--- config.mk ---
export PLATFORM = sky130hd
export DESIGN_NAME = chipseq_player
export DESIGN_NICKNAME = d
export VERILOG_FILES = /design/src/rtl/cs_pkg.sv /design/src/rtl/cs_trig_detect.sv /design/src/rtl/cs_down_ctr.sv /design/src/rtl/cs_addr_ctr.sv /design/src/rtl/chipseq_player.sv
export SDC_FILE = /design/constraint.sdc
export NUM_CORES = 1
export LEC_CHECK = 0
export BUFFER_PORTS_ARGS = -buffer_cell sky130_fd_sc_hd__buf_2
export CORE_MARGIN = 5
export CORE_UTILIZATION = 45
export CTS_BUF_LIST = sky130_fd_sc_hd__clkbuf_8
export DETAILED_ROUTE_END_ITERATION = 6
export PLACE_DENSITY = 0.68
export SYNTH_ARGS = -nofsm -noshare
export SYNTH_HDL_FRONTEND = slang
export SYNTH_HIERARCHICAL = 1
export SYNTH_SLANG_ARGS = --single-unit
export TNS_END_PERCENT = 50
--- constraint.sdc ---
create_clock -name clk -period 3 [get_ports clk]
set_input_delay 0.15 -clock clk [delete_from_list [all_inputs] [get_ports clk]]
set_output_delay 0.15 -clock clk [all_outputs]
set_load 0.05 [all_outputs]
--- src/rtl/cs_pkg.sv ---
package cs_pkg;
  typedef enum logic [1:0] {
    ST_IDLE  = 2'd0,
    ST_DELAY = 2'd1,
    ST_PLAY  = 2'd2
  } cs_state_e;
endpackage

--- src/rtl/cs_trig_detect.sv ---
module cs_trig_detect (
  input  logic clk,
  input  logic rst_n,
  input  logic trig_in,
  input  logic edge_fall,
  input  logic sw_trig,
  input  logic consume,
  output logic req
);
  logic s1_q, s2_q, s3_q;
  logic pend_q, pend_n;
  logic evt;

  // two synchronising stages, third stage holds the previous value
  always_ff @(posedge clk or negedge rst_n) begin
    if (!rst_n) begin
      s1_q <= 1'b0;
      s2_q <= 1'b0;
      s3_q <= 1'b0;
    end else begin
      s1_q <= trig_in;
      s2_q <= s1_q;
      s3_q <= s2_q;
    end
  end

  assign evt = edge_fall ? (s3_q & ~s2_q) : (~s3_q & s2_q);

  always_comb begin
    pend_n = pend_q;
    if (consume)            pend_n = 1'b0;
    else if (evt | sw_trig) pend_n = 1'b1;
  end

  always_ff @(posedge clk or negedge rst_n) begin
    if (!rst_n) pend_q <= 1'b0;
    else        pend_q <= pend_n;
  end

  assign req = pend_q | evt | sw_trig;

  // a selected edge that lands between strobes must still be seen later
  a_r4_edge_held: assert property (@(posedge clk) disable iff (!rst_n)
    (evt && !consume) |=> req);
endmodule

--- src/rtl/cs_down_ctr.sv ---
module cs_down_ctr #(
  parameter int W = 16
) (
  input  logic         clk,
  input  logic         rst_n,
  input  logic         ce,
  input  logic         load,
  input  logic [W-1:0] load_val,
  output logic [W-1:0] cnt,
  output logic         zero
);
  logic [W-1:0] cnt_q, cnt_n;

  always_comb begin
    cnt_n = cnt_q;
    if (load)               cnt_n = load_val;
    else if (cnt_q != '0)   cnt_n = cnt_q - 1'b1;
  end

  always_ff @(posedge clk or negedge rst_n) begin
    if (!rst_n)  cnt_q <= '0;
    else if (ce) cnt_q <= cnt_n;
  end

  assign cnt  = cnt_q;
  assign zero = (cnt_q == '0);

  // windows shrink by exactly one chip per strobe
  a_r6_count_down: assert property (@(posedge clk) disable iff (!rst_n)
    (ce && !load && !zero) |=> (cnt == $past(cnt) - 1'b1));
endmodule

--- src/rtl/cs_addr_ctr.sv ---
module cs_addr_ctr #(
  parameter int SEQ_LEN = 98304,
  localparam int ADDR_W = $clog2(SEQ_LEN)
) (
  input  logic              clk,
  input  logic              rst_n,
  input  logic              ce,
  input  logic              clr,
  input  logic              inc,
  output logic [ADDR_W-1:0] addr,
  output logic              at_last
);
  localparam logic [ADDR_W-1:0] LAST = ADDR_W'(SEQ_LEN - 1);

  logic [ADDR_W-1:0] addr_q, addr_n;

  always_comb begin
    addr_n = addr_q;
    if (clr)      addr_n = '0;
    else if (inc) addr_n = (addr_q == LAST) ? '0 : addr_q + 1'b1;
  end

  always_ff @(posedge clk or negedge rst_n) begin
    if (!rst_n)  addr_q <= '0;
    else if (ce) addr_q <= addr_n;
  end

  assign addr    = addr_q;
  assign at_last = (addr_q == LAST);

  // address never leaves the stored sequence
  a_r2_range: assert property (@(posedge clk) disable iff (!rst_n)
    addr_q <= LAST);
endmodule

--- src/rtl/chipseq_player.sv ---
module chipseq_player #(
  parameter int SEQ_LEN = 98304,
  parameter int CNT_W   = 16,
  localparam int ADDR_W = $clog2(SEQ_LEN)
) (
  input  logic              clk,
  input  logic              rst_n,
  input  logic              chip_en,
  input  logic              auto_mode,
  input  logic              retrig_en,
  input  logic              edge_fall,
  input  logic              trig_in,
  input  logic              sw_trig,
  input  logic [CNT_W-1:0]  delay_chips,
  input  logic [CNT_W-1:0]  inhibit_chips,
  output logic [ADDR_W-1:0] addr,
  output logic              active,
  output logic              trig_out
);
  import cs_pkg::*;

  cs_state_e   state_q, state_n;
  logic        req, accept;
  logic        addr_clr, addr_inc, at_last;
  logic        trig_q;
  logic [CNT_W-1:0] dly_cnt, inh_cnt;
  logic        dly_zero, inh_zero;

  cs_trig_detect u_det (
    .clk       (clk),
    .rst_n     (rst_n),
    .trig_in   (trig_in),
    .edge_fall (edge_fall),
    .sw_trig   (sw_trig),
    .consume   (chip_en),
    .req       (req)
  );

  cs_down_ctr #(.W(CNT_W)) u_dly (
    .clk      (clk),
    .rst_n    (rst_n),
    .ce       (chip_en),
    .load     (accept),
    .load_val (delay_chips),
    .cnt      (dly_cnt),
    .zero     (dly_zero)
  );

  cs_down_ctr #(.W(CNT_W)) u_inh (
    .clk      (clk),
    .rst_n    (rst_n),
    .ce       (chip_en),
    .load     (accept),
    .load_val (inhibit_chips),
    .cnt      (inh_cnt),
    .zero     (inh_zero)
  );

  cs_addr_ctr #(.SEQ_LEN(SEQ_LEN)) u_addr (
    .clk     (clk),
    .rst_n   (rst_n),
    .ce      (chip_en),
    .clr     (addr_clr),
    .inc     (addr_inc),
    .addr    (addr),
    .at_last (at_last)
  );

  assign accept = chip_en & ~auto_mode & req &
                  ((state_q == ST_IDLE) | (retrig_en & inh_zero));

  always_comb begin
    state_n  = state_q;
    addr_clr = 1'b0;
    addr_inc = 1'b0;
    if (accept) begin
      state_n  = (delay_chips == '0) ? ST_PLAY : ST_DELAY;
      addr_clr = 1'b1;
    end else begin
      unique case (state_q)
        ST_IDLE:  if (auto_mode) state_n = ST_PLAY;
        ST_DELAY: if (dly_cnt == CNT_W'(1) || dly_zero) state_n = ST_PLAY;
        ST_PLAY: begin
          addr_inc = 1'b1;
          if (at_last && !auto_mode) state_n = ST_IDLE;
        end
        default:  state_n = ST_IDLE;
      endcase
    end
  end

  always_ff @(posedge clk or negedge rst_n) begin
    if (!rst_n) begin
      state_q <= ST_IDLE;
      trig_q  <= 1'b0;
    end else if (chip_en) begin
      state_q <= state_n;
      trig_q  <= accept;
    end
  end

  assign active   = (state_q == ST_PLAY);
  assign trig_out = trig_q;

  // free-running playback wraps to the first chip
  a_r2_wrap: assert property (@(posedge clk) disable iff (!rst_n)
    (chip_en && auto_mode && active && at_last) |=> (addr == '0));

  // nothing moves between chip strobes
  a_r3_hold: assert property (@(posedge clk) disable iff (!rst_n)
    !chip_en |=> ($stable(addr) && $stable(trig_out) && $stable(state_q)));

  // address parked at zero during the start delay
  a_r6_delay_addr: assert property (@(posedge clk) disable iff (!rst_n)
    (state_q == ST_DELAY) |-> (addr == '0));

  // single-shot mode ignores triggers while busy
  a_r7_busy_ignore: assert property (@(posedge clk) disable iff (!rst_n)
    (chip_en && !retrig_en && state_q != ST_IDLE) |=> !trig_out);

  // no trigger pulse while the inhibit window is open
  a_r8_inhibit: assert property (@(posedge clk) disable iff (!rst_n)
    (chip_en && retrig_en && !inh_zero && state_q != ST_IDLE) |=> !trig_out);

  // the pulse only starts on a chip strobe
  a_r5_pulse_edge: assert property (@(posedge clk) disable iff (!rst_n)
    $rose(trig_out) |-> $past(chip_en));
endmodule

==> flow_metrics.env <==
export IMPL_switching_power_mw=1.39
export IMPL_synthDistinctLibCells=62
export IMPL_vias=3805
export IMPL_cts_buffer_depth=2
export IMPL_syn_to_final_growth_pct=17.4
export IMPL_seq_area_frac_synth_pct=38.3
export IMPL_critPathTopFamily="simple AND/OR/NAND/NOR gates"
export IMPL_antenna_cells=0
export IMPL_wl_per_cell_um=17.7
export IMPL_arrival_ns=2.98
export IMPL_grt_ovfl_total=0
export IMPL_highest_layer="met4"
export IMPL_yosys_area_top_type="dfrtp_1"
export IMPL_final_common_cell="buf_2"
export IMPL_fillCellCount=776
export IMPL_status="finished, final reports clean"
export IMPL_grt_pass1_vias=3537
export IMPL_ys_ff_latch=56
export IMPL_reg2reg_to="u_dly/cnt[7]"
export IMPL_std_cell_rows=33
export IMPL_switching_share_pct=45.4
export IMPL_p_clk_share_pct=16.0
export IMPL_wl_met2_um=4950
export IMPL_grt_pass1_wl_um=17600
export IMPL_synth_area_leaders="dfrtp_1, nand3_1, nor2_1, o21ai_0, nand2_1"
export IMPL_grtUsageTotal_pct=21.1
export IMPL_ir_worst_vdd_mv=0.314
export IMPL_wl_met1_um=4570
export IMPL_cp_slowest_cell="dfrtp_1"
export IMPL_drtAntennaViolNets=0
export IMPL_path_max_fanout=33
export IMPL_r2r_start="u_inh/cnt[0]"
export IMPL_gp_congestion=0.923
export IMPL_power_mw=3.07
export IMPL_cpMostUsedCell="nor2_1"
export IMPL_tightest_slew_ns=1.09
export IMPL_syn_nets=466
export IMPL_seq_area_um2=1400
export IMPL_core_area_um2=8050
export IMPL_drc_errors=0
export IMPL_first_pass_iters=4
export IMPL_avgSynthCellArea_um2=8.66
export IMPL_start_kind="register"
export IMPL_die_x_um=100
export IMPL_nNetsFinal=531
export IMPL_multi_input_area_um2=2130
export IMPL_clkTransAtPathRegs_ns=0.10
export IMPL_reg2reg_slack_ns=0.24
export IMPL_clock_sinks=56
export IMPL_synth_top_area_share_pct=38.3
export IMPL_critPathKind="register to register"
export IMPL_r2r_cells=12
export IMPL_cp_required_ns=3.22
export IMPL_min_path_type="primary input to asynchronous set/reset pin"
export IMPL_crit_cells=12
export IMPL_cts_tree="done"
export IMPL_grt_start_max_net_pins=48
export IMPL_leakage_nw=1.72
export IMPL_end_kind="register"
export IMPL_numCtsBuffers=5
export IMPL_antenna_found_initial=0
export IMPL_die_y_um=100
export IMPL_dp_hpwl_um=7430
export IMPL_setup_tns_ns=0
export IMPL_drive_gt1_share_pct=22.5
export IMPL_path_buf_inv=4
export IMPL_totalWireLength_um=10500
export IMPL_setup_viol_count_final=0
export IMPL_ys_warn_count=6
export IMPL_synthArstFlopShare_pct=100
export IMPL_io_pins=59
export IMPL_wl_met3_um=838
export IMPL_fin_worst_skew_ns=0.00968
export IMPL_io_buffers=58
export IMPL_drt_iter0_markers=275
export IMPL_pwr_share_seq_pct=44.2
export IMPL_worstPathCellList="inv_1 -> ha_2 -> nand3_1 -> nor2_1 -> a2bb2oi_1 -> nor3_4 -> buf_12 -> clkinvlp_4 -> nor2_1 -> buf_4 -> a311oi_1 -> nor3_1"
export IMPL_finalCriticalPeriod_ns=2.76
export IMPL_die_area_um2=10000
export IMPL_viasPerCell=6.41
export IMPL_hold_viol_final=0
export IMPL_final_cell_mix="buf_2, dfrtp_1, nand3_1, nor2_1, nand2_1"
export IMPL_start_util_pct=45.5
export IMPL_maxCapViolCount=0
export IMPL_max_freq_ghz=0.363
export IMPL_synthesis_area_um2=3660
export IMPL_rsz0062_at_grt="false"
export IMPL_pwr_share_comb_pct=39.8
export IMPL_cts_root_buffer="clkbuf_8"
export IMPL_maxSlewHeadroom_pct=27.2
export IMPL_drv_slew=0
export IMPL_netlist_instances=423
export IMPL_clkLatencyLatePin_ns=0.31
export IMPL_timing_final_crit_share_pct=91.9
export IMPL_internal_power_mw=1.67
export IMPL_synth_edff_count=0
export IMPL_crit_path_max_incr_delay_ns=0.45
export IMPL_ctsHtreeMaxLevel=2
export IMPL_ys_flop_type="dfrtp_1"
export IMPL_power_density_nw_per_um2=714
per-layer routing:
layer | up-vias | global-route usage, %
li1 | 1778 | -
met1 | 1818 | 30.2
met2 | 189 | 33.1
met3 | 20 | 3.68
met4 | 0 | 5.49
met5 | - | 0
through the flow:
step                hold slack, ns  setup slack (ns)  instance area, µm²  util, %  std cells
floorplan                   -0.146           0.00764                3680        -        423
global placement             0.258             0.374                4130     51.3        580
detailed placement           0.261             0.202                4130     51.3        580
CTS                         0.0659             0.167                4250     52.8        589
global route                0.0781           0.00358                4300     53.4        594
finish                      0.0337             0.243                4300     53.4        594
cells by family after synthesis:
logic type / Yosys count / share of synthesized area [%]
AO/OA/AOI/OAI: 105 / 20.5
XOR/XNOR: 6 / 1.43
adder cells (fa/ha/maj): 3 / 1.03
buffers and inverters: 37 / 3.93
flip-flops: 56 / 38.3
multiplexers: 5 / 1.37
AND/OR/NAND/NOR: 211 / 33.5
Yosys cell counts, types with 4 or more instances:
master	count
nor4_1	16
nand4b_1	4
nor3b_1	4
nand2b_1	8
clkbuf_1	15
and3_1	5
nor2_1	32
nand3_1	32
a311oi_1	6
nor3_1	19
inv_1	18
o41ai_1	5
nand4_1	16
o211ai_1	5
or3_1	11
or4_1	6
dfrtp_1	56
nor4_2	4
mux2i_1	5
nand2_1	28
o311ai_0	5
a21oi_1	16
xnor2_1	5
o21ai_0	23
a22oi_1	11
power by group through the flow:
stage / clock (mW) / sequential [mW] / combinational [mW]
after global placement: 0 / 1.35 / 1.17
final: 0.490 / 1.36 / 1.22
after CTS: 0.512 / 1.35 / 1.20
after floorplan: 0 / 1.41 / 0.773
after global routing: 0.546 / 1.40 / 1.35
after detailed placement: 0 / 1.36 / 1.19
worst reg2reg max path, stage by stage, from the launching register on:
cell and delay [ns]:
dfrtp_1 0.45, inv_1 0.11, ha_2 0.26, nand3_1 0.20
nor2_1 0.14, a2bb2oi_1 0.11, nor3_4 0.29, buf_12 0.25
clkinvlp_4 0.19, nor2_1 0.14, buf_4 0.22, a311oi_1 0.08
nor3_1 0.22
how the worst max path moves through the flow:
stage                              from        endpoint  slack, ns
after floorplan           u_inh/cnt[14]  u_addr/addr[4]      0.008
after global placement     u_inh/cnt[0]    u_dly/cnt[7]       0.37
after detailed placement   u_inh/cnt[0]    u_dly/cnt[7]       0.20
after CTS                  u_inh/cnt[0]    u_dly/cnt[7]       0.17
after global routing       u_inh/cnt[0]    u_dly/cnt[7]      0.004
final                      u_inh/cnt[0]    u_dly/cnt[7]       0.24
cell type report:
cell class                 instances  area share [%]
sequential                        56            32.6
multi-input combinational        330            49.7
tap                              105            3.06
clock inverter                     3           0.902
timing repair buffer              77            10.4
inverter                          18            1.75
clock buffer                       5            1.60
sequential cells by signal, summed over array words and instances, names as in the netlist:
| register | count |
|---|---|
| u_addr/addr | 17 |
| u_dly/cnt | 16 |
| u_inh/cnt | 16 |
| state_q | 2 |
| trig_out | 1 |
| u_det/pend_q | 1 |
| u_det/s1_q | 1 |
| u_det/s2_q | 1 |
| u_det/s3_q | 1 |
timing repair:
item	4_1_cts	5_1_grt
endpoints found under the hold margin	1	0
buffers inserted	0	5
hold buffers	1	0
setup endpoints to repair	0	16
resized for setup	0	3
(Power assumes the default switching activity.)
